File: config.mk
export PLATFORM = sky130hd
export DESIGN_NAME = cal_counter
export DESIGN_NICKNAME = d
export VERILOG_FILES = /design/src/rtl/cal_counter.sv
export SDC_FILE = /design/constraint.sdc
export NUM_CORES = 1
export LEC_CHECK = 0
export BUFFER_PORTS_ARGS = -buffer_cell sky130_fd_sc_hd__buf_2
export CORE_ASPECT_RATIO = 0.8
export CORE_MARGIN = 4
export CORE_UTILIZATION = 45
export DETAILED_ROUTE_END_ITERATION = 16
export PLACE_DENSITY_LB_ADDON = 0.1
export SYNTH_ARGS = -nofsm -noshare
export SYNTH_HDL_FRONTEND = slang
export SYNTH_SLANG_ARGS = --single-unit
File: constraint.sdc
create_clock -name clk -period 16.63 [get_ports clk]
set_clock_uncertainty 0.2 [all_clocks]
set_input_delay 0 -clock clk [delete_from_list [all_inputs] [get_ports clk]]
set_output_delay 0 -clock clk [all_outputs]
set_load 0.005 [all_outputs]
File: src/rtl/cal_counter.sv
module cal_counter #(
  parameter int UPD_DELAY = 4
) (
  input  logic       clk,
  input  logic       rst_n,
  input  logic       sec_tick,
  input  logic [2:0] osc_sel,
  input  logic       bin_mode,
  input  logic       mode_24h,
  input  logic       freeze,
  input  logic       ld_en,
  input  logic [7:0] ld_sec,
  input  logic [7:0] ld_min,
  input  logic [7:0] ld_hour,
  input  logic [7:0] ld_wday,
  input  logic [7:0] ld_mday,
  input  logic [7:0] ld_mon,
  input  logic [7:0] ld_year,
  input  logic [7:0] alm_sec,
  input  logic [7:0] alm_min,
  input  logic [7:0] alm_hour,
  output logic [7:0] reg_sec,
  output logic [7:0] reg_min,
  output logic [7:0] reg_hour,
  output logic [7:0] reg_wday,
  output logic [7:0] reg_mday,
  output logic [7:0] reg_mon,
  output logic [7:0] reg_year,
  output logic       uip,
  output logic       upd_pulse,
  output logic       alarm_pulse
);
  localparam int DW = $clog2(UPD_DELAY + 1);

  logic [5:0] c_sec, c_min, n_sec, n_min;
  logic [4:0] c_hr, n_hr, c_md, n_md;
  logic [2:0] c_wd, n_wd;
  logic [3:0] c_mo, n_mo;
  logic [6:0] c_yr, n_yr;
  logic       busy;
  logic [DW-1:0] dly;
  logic [7:0] e_sec, e_min, e_hr, e_wd, e_md, e_mo, e_yr;
  logic [4:0] mdays;
  logic [6:0] ld_hr_bin;
  logic       tick_ok, alarm_hit;

  function automatic logic [7:0] enc(input logic [6:0] v, input logic bin);
    logic [6:0] t, u;
    t = v / 7'd10;
    u = v - t * 7'd10;
    return bin ? {1'b0, v} : {t[3:0], u[3:0]};
  endfunction

  function automatic logic [6:0] dec(input logic [7:0] b, input logic bin);
    return bin ? b[6:0] : 7'(b[7:4]) * 7'd10 + 7'(b[3:0]);
  endfunction

  function automatic logic [4:0] days_in(input logic [3:0] mo, input logic [6:0] yr);
    logic [11:0] full;
    logic        leap;
    full = 12'd2000 + 12'(yr);
    leap = (full % 12'd4 == 0) && ((full % 12'd100 != 0) || (full % 12'd400 == 0));
    case (mo)
      4'd2:                      return leap ? 5'd29 : 5'd28;
      4'd4, 4'd6, 4'd9, 4'd11:   return 5'd30;
      default:                   return 5'd31;
    endcase
  endfunction

  function automatic logic match(input logic [7:0] a, input logic [7:0] cur);
    return (a[7:6] == 2'b11) || (a == cur);
  endfunction

  assign mdays   = days_in(c_mo, c_yr);
  assign tick_ok = sec_tick && (osc_sel == 3'b010) && !busy && !ld_en;

  assign e_sec = enc(7'(c_sec), bin_mode);
  assign e_min = enc(7'(c_min), bin_mode);
  assign e_wd  = enc(7'(c_wd), bin_mode);
  assign e_md  = enc(7'(c_md), bin_mode);
  assign e_mo  = enc(7'(c_mo), bin_mode);
  assign e_yr  = enc(c_yr, bin_mode);

  always_comb begin
    logic [6:0] h12;
    h12 = 7'(c_hr) % 7'd12;
    if (mode_24h) e_hr = enc(7'(c_hr), bin_mode);
    else          e_hr = enc(h12, bin_mode) | ((c_hr >= 5'd12) ? 8'h80 : 8'h00);
  end

  always_comb begin
    ld_hr_bin = dec({1'b0, ld_hour[6:0]}, bin_mode);
    if (!mode_24h && ld_hour[7]) ld_hr_bin = ld_hr_bin + 7'd12;
  end

  assign alarm_hit = match(alm_sec, e_sec) && match(alm_min, e_min) && match(alm_hour, e_hr);

  always_comb begin
    n_sec = c_sec + 6'd1;
    n_min = c_min;
    n_hr  = c_hr;
    n_wd  = c_wd;
    n_md  = c_md;
    n_mo  = c_mo;
    n_yr  = c_yr;
    if (c_sec >= 6'd59) begin
      n_sec = '0;
      n_min = c_min + 6'd1;
      if (c_min >= 6'd59) begin
        n_min = '0;
        n_hr  = c_hr + 5'd1;
        if (c_hr >= 5'd23) begin
          n_hr = '0;
          n_wd = (c_wd >= 3'd6) ? 3'd0 : c_wd + 3'd1;
          if (c_md >= mdays) begin
            n_md = 5'd1;
            if (c_mo >= 4'd12) begin
              n_mo = 4'd1;
              n_yr = (c_yr >= 7'd99) ? 7'd0 : c_yr + 7'd1;
            end else begin
              n_mo = c_mo + 4'd1;
            end
          end else begin
            n_md = c_md + 5'd1;
          end
        end
      end
    end
  end

  always_ff @(posedge clk or negedge rst_n) begin
    if (!rst_n) begin
      c_sec <= '0; c_min <= '0; c_hr <= '0; c_wd <= '0;
      c_md <= 5'd1; c_mo <= 4'd1; c_yr <= '0;
      reg_sec <= '0; reg_min <= '0; reg_hour <= '0; reg_wday <= '0;
      reg_mday <= 8'h01; reg_mon <= 8'h01; reg_year <= '0;
      busy <= 1'b0; dly <= '0; uip <= 1'b0;
      upd_pulse <= 1'b0; alarm_pulse <= 1'b0;
    end else begin
      upd_pulse   <= 1'b0;
      alarm_pulse <= 1'b0;
      if (ld_en) begin
        c_sec <= 6'(dec(ld_sec, bin_mode));
        c_min <= 6'(dec(ld_min, bin_mode));
        c_hr  <= 5'(ld_hr_bin);
        c_wd  <= 3'(dec(ld_wday, bin_mode));
        c_md  <= 5'(dec(ld_mday, bin_mode));
        c_mo  <= 4'(dec(ld_mon, bin_mode));
        c_yr  <= dec(ld_year, bin_mode);
        reg_sec <= ld_sec; reg_min <= ld_min; reg_hour <= ld_hour;
        reg_wday <= ld_wday; reg_mday <= ld_mday; reg_mon <= ld_mon;
        reg_year <= ld_year;
      end else if (tick_ok) begin
        c_sec <= n_sec; c_min <= n_min; c_hr <= n_hr; c_wd <= n_wd;
        c_md <= n_md; c_mo <= n_mo; c_yr <= n_yr;
        busy <= 1'b1;
        dly  <= DW'(UPD_DELAY);
        uip  <= !freeze;
      end else if (busy) begin
        if (dly == DW'(1)) begin
          busy <= 1'b0;
          uip  <= 1'b0;
          upd_pulse   <= 1'b1;
          alarm_pulse <= alarm_hit;
          if (!freeze) begin
            reg_sec <= e_sec; reg_min <= e_min; reg_hour <= e_hr;
            reg_wday <= e_wd; reg_mday <= e_md; reg_mon <= e_mo;
            reg_year <= e_yr;
          end
        end else begin
          dly <= dly - DW'(1);
        end
      end
    end
  end

  p_osc_gate_r6: assert property (@(posedge clk) disable iff (!rst_n)
    (osc_sel != 3'b010 && !ld_en) |=> $stable(c_sec));

  p_uip_rise_r7: assert property (@(posedge clk) disable iff (!rst_n)
    (sec_tick && osc_sel == 3'b010 && !busy && !ld_en && !freeze) |=> uip);

  p_uip_done_r7: assert property (@(posedge clk) disable iff (!rst_n)
    upd_pulse |-> !uip);

  p_freeze_hold_r8: assert property (@(posedge clk) disable iff (!rst_n)
    ($past(freeze) && !$past(ld_en)) |-> $stable(reg_sec));

  p_freeze_nouip_r8: assert property (@(posedge clk) disable iff (!rst_n)
    (freeze && !uip) |=> !uip);

  p_alarm_single_r9: assert property (@(posedge clk) disable iff (!rst_n)
    alarm_pulse |=> !alarm_pulse);
endmodule

==> reports/qor.csv <==
stage,metric,value,unit
sta,layout_min_cycle_time,6.695,ns
clock_network,htreeDepth,3,
critical_path,rr_startpoint,c_yr[4],
routing,final_antenna_net_count,0,
global_routing,grt_pass1_vias,8317,
yosys,syn_nets,1304,
clock_network,cts_resized,0,
power_and_ir_drop,report.power.total,1.478,mW
clock_network,clock-sinks,99,
global_routing,track_usage,0.2303,
routing,drtIter0Drc,630,
die,io_pins,149,
layout,final_layout_size_suffix_gt1_frac,0.1655,
sta,fin_tns_setup,0,ns
placement,place.gp.congestion,0.8908,
min_path,worst_hold_path_type,in -> async,
yosys,synthCells,1125,
sta,max_freq,0.1494,GHz
run_status,status,completed,
routing,num_vias,8500,
global_routing,overflow,0,
layout,layout_commonest_cell,buf_2,
sta,post-route-period-util,0.4026,
die,die_area,0.02251,sq mm
critical_path,reg2reg_to,c_yr[1],
routing,via_per_inst,5.480,
global_routing,antenna_found_initial,0,
clock_network,cts_buffers,9,
critical_path,critPathKind,reg -> reg,
critical_path,worstSetupStartpointType,flop,
critical_path,crit_slowest_cell,dfrtp_1,
critical_path,cp.arrival,6.73,ns
die,fp-row-count,46,
critical_path,worstPathCellList,"clkinv_1, ha_1, o21ai_0, a2111oi_0, and4bb_4, and2_1, a21o_1, nor3_2, a31oi_1, mux2_4, or3_1, mux2i_1, a22oi_1, ha_1, nand2b_1, a21oi_1, nor2_1, or2_2, nand3_1, or2_1, a221oi_1, a21oi_1",
clock_network,clk_pin_slew_worst_paths,0.08,ns
routing,first_pass_iters,5,
layout,fin_area,0.01085,sq mm
die,start_util,0.4582,
layout,syn_to_final_growth,19.56,%
power_and_ir_drop,p_per_area,136.2,mW/mm^2
yosys,synth_cell_types,73,
sta,worstMarginPinSlew,0.9840,ns
yosys,ys.flop_type,dfrtp_1,
sta,final-setup-viol-count,0,
critical_path,rr_worst_depth,22,
power_and_ir_drop,ir_drop,0.00007770,V
clock_network,post_cts_buffers,0,
critical_path,cp-end-kind,flop,
placement,dp_hpwl,18.58,mm
clock_network,clk_latency,0.35,ns
layout,antenna_cells,0,
critical_path,worstPathMaxFanout,24,
yosys,yosysWarnings,0,
run,max_cap_viol_count,0,
layout,fin_nets,1461,
clock_network,cts_tree,done,
global_routing,grt_max_degree,90,
sta,finalHoldViolCount,0,
sta,timing.hold.ws,0.01800,ns
clock_network,cts_buffer_depth,2,
die,die_w,166.8,microns
die,core_area,0.01980,sq mm
placement,placed_area,0.009915,sq mm
yosys,syn_avg_cell_area,8.064,sq um
yosys,synth_edf_count,0,
global_routing,grt_pass1_wl,43.04,mm
sta,rsz0062_at_grt,false,
sta,max_slew_margin,0.3411,
critical_path,reg2reg_setup_slack,9.94,ns
critical_path,crit_required,16.66,ns
power_and_ir_drop,p_leak,4.930,nW
layout,final_cell_mix,"buf_2, o21ai_0, nand2_1, dfrtp_1, a21oi_1",
critical_path,max_stage_delay,0.84,ns
placement,io_buffers,148,
yosys,synth_area,0.009072,sq mm
die,die_h,135,microns
routing,wl_per_cell,16.62,microns
layout,final_util,0.5478,
yosys,seq_area_frac_synth,0.2736,
routing,drt-total-wl,25.78,mm
yosys,yosys_register_bits,99,
sta,finalMaxSlewViolations,0,
layout,fillers,1916,
routing,route.detailed.drc,0,
clock_network,cts_root_buf,clkbuf_16,
yosys,ys_async_sr_fraction,1.000,
-- Yosys cell counts (14+ instances only) --
cell type	instances	area [sq um]
xnor2_1	37	324.1
inv_1	62	232.7
xor2_1	39	341.6
nor2b_1	22	137.6
dfrtp_1	95	2377
nor2_1	73	274.0
mux2i_1	37	370.4
ha_1	77	963.4
a21oi_1	88	440.4
a211oi_1	14	105.1
clkbuf_1	61	229.0
nand2_1	124	465.5
o21ai_0	136	680.7
mux2_2	15	168.9
nor3_1	25	125.1
nand2b_1	14	87.58
nand3_1	17	85.08
-- sequential cells by signal, indices dropped and copies added, names as in the netlist --
register	flops
c_yr	7
uip	1
upd_pulse	1
c_sec	6
reg_year	8
c_md	5
reg_wday	8
reg_hour	8
alarm_pulse	1
dly	3
reg_sec	8
busy	1
c_wd	3
reg_mday	8
reg_mon	8
c_hr	5
reg_min	8
c_mo	4
c_min	6
-- worst max-delay path by stage --
stage,startpoint,slack [ns],to
2_1_floorplan,c_yr[5],10.98,c_yr[3]
4_1_cts,c_yr[4],10.01,c_yr[1]
3_3_place_gp,c_yr[4],10.11,c_yr[1]
6_report,c_yr[4],9.94,c_yr[1]
5_1_grt,c_yr[4],9.34,c_yr[2]
3_5_place_dp,c_yr[4],10.02,c_yr[1]
-- worst max-delay path: cells and delay by family (launching register included) --
kind | cells | cell delay [ns]
simple gates | 9 | 2.21
compound gates | 8 | 1.48
fa+ha+maj | 2 | 0.92
flops | 1 | 0.84
buf+inv | 1 | 0.51
mux | 2 | 0.41
-- stage by stage --
step                setup WS, ns  std cells
finish                     9.935       1551
CTS                        10.01       1551
global placement           10.11       1471
detailed placement         10.02       1471
floorplan                  10.98       1125
global route               9.339       1551
-- where the power goes --
group	switching, mW	total (mW)	internal (mW)
Clock	0.108	0.214	0.106
Sequential	0.0972	0.388	0.291
Combinational	0.486	0.875	0.390
Total	0.691	1.48	0.786
-- cell families (layout without fill, tap and decap cells) --
family,count (synthesis),in the layout,synth area share
mux,54,54,0.06358
compound gates,334,334,0.2204
buf+inv,138,300,0.05861
xor+xnor,76,76,0.07337
simple gates,333,333,0.1756
fa+ha+maj,91,91,0.1349
flops,99,99,0.2736
-- timing repair --
item | 4_1_cts | 5_1_grt
setup endpoints to repair | 0 | 0
endpoints found under the hold margin | 133 | 0
hold buffers | 64 | 0
-- final cells by class --
cell class | instances | area, sq um | share of cell area
multi-input cells | 888 | 6063 | 0.5590
repair buffers | 218 | 1431 | 0.1320
clock buffers | 9 | 225.2 | 0.02076
inverters | 66 | 247.7 | 0.02284
clock inverters | 7 | 66.31 | 0.006114
well taps | 264 | 330.3 | 0.03045
flip-flops and latches | 99 | 2482 | 0.2289
-- layer usage --
layer | track usage | share of wire
met5 | 0 | 0
met4 | 0.03544 | 0.0056
met3 | 0.03863 | 0.047
met2 | 0.3634 | 0.45
met1 | 0.3406 | 0.50
Note: power is estimated with default switching activity, not from simulation.
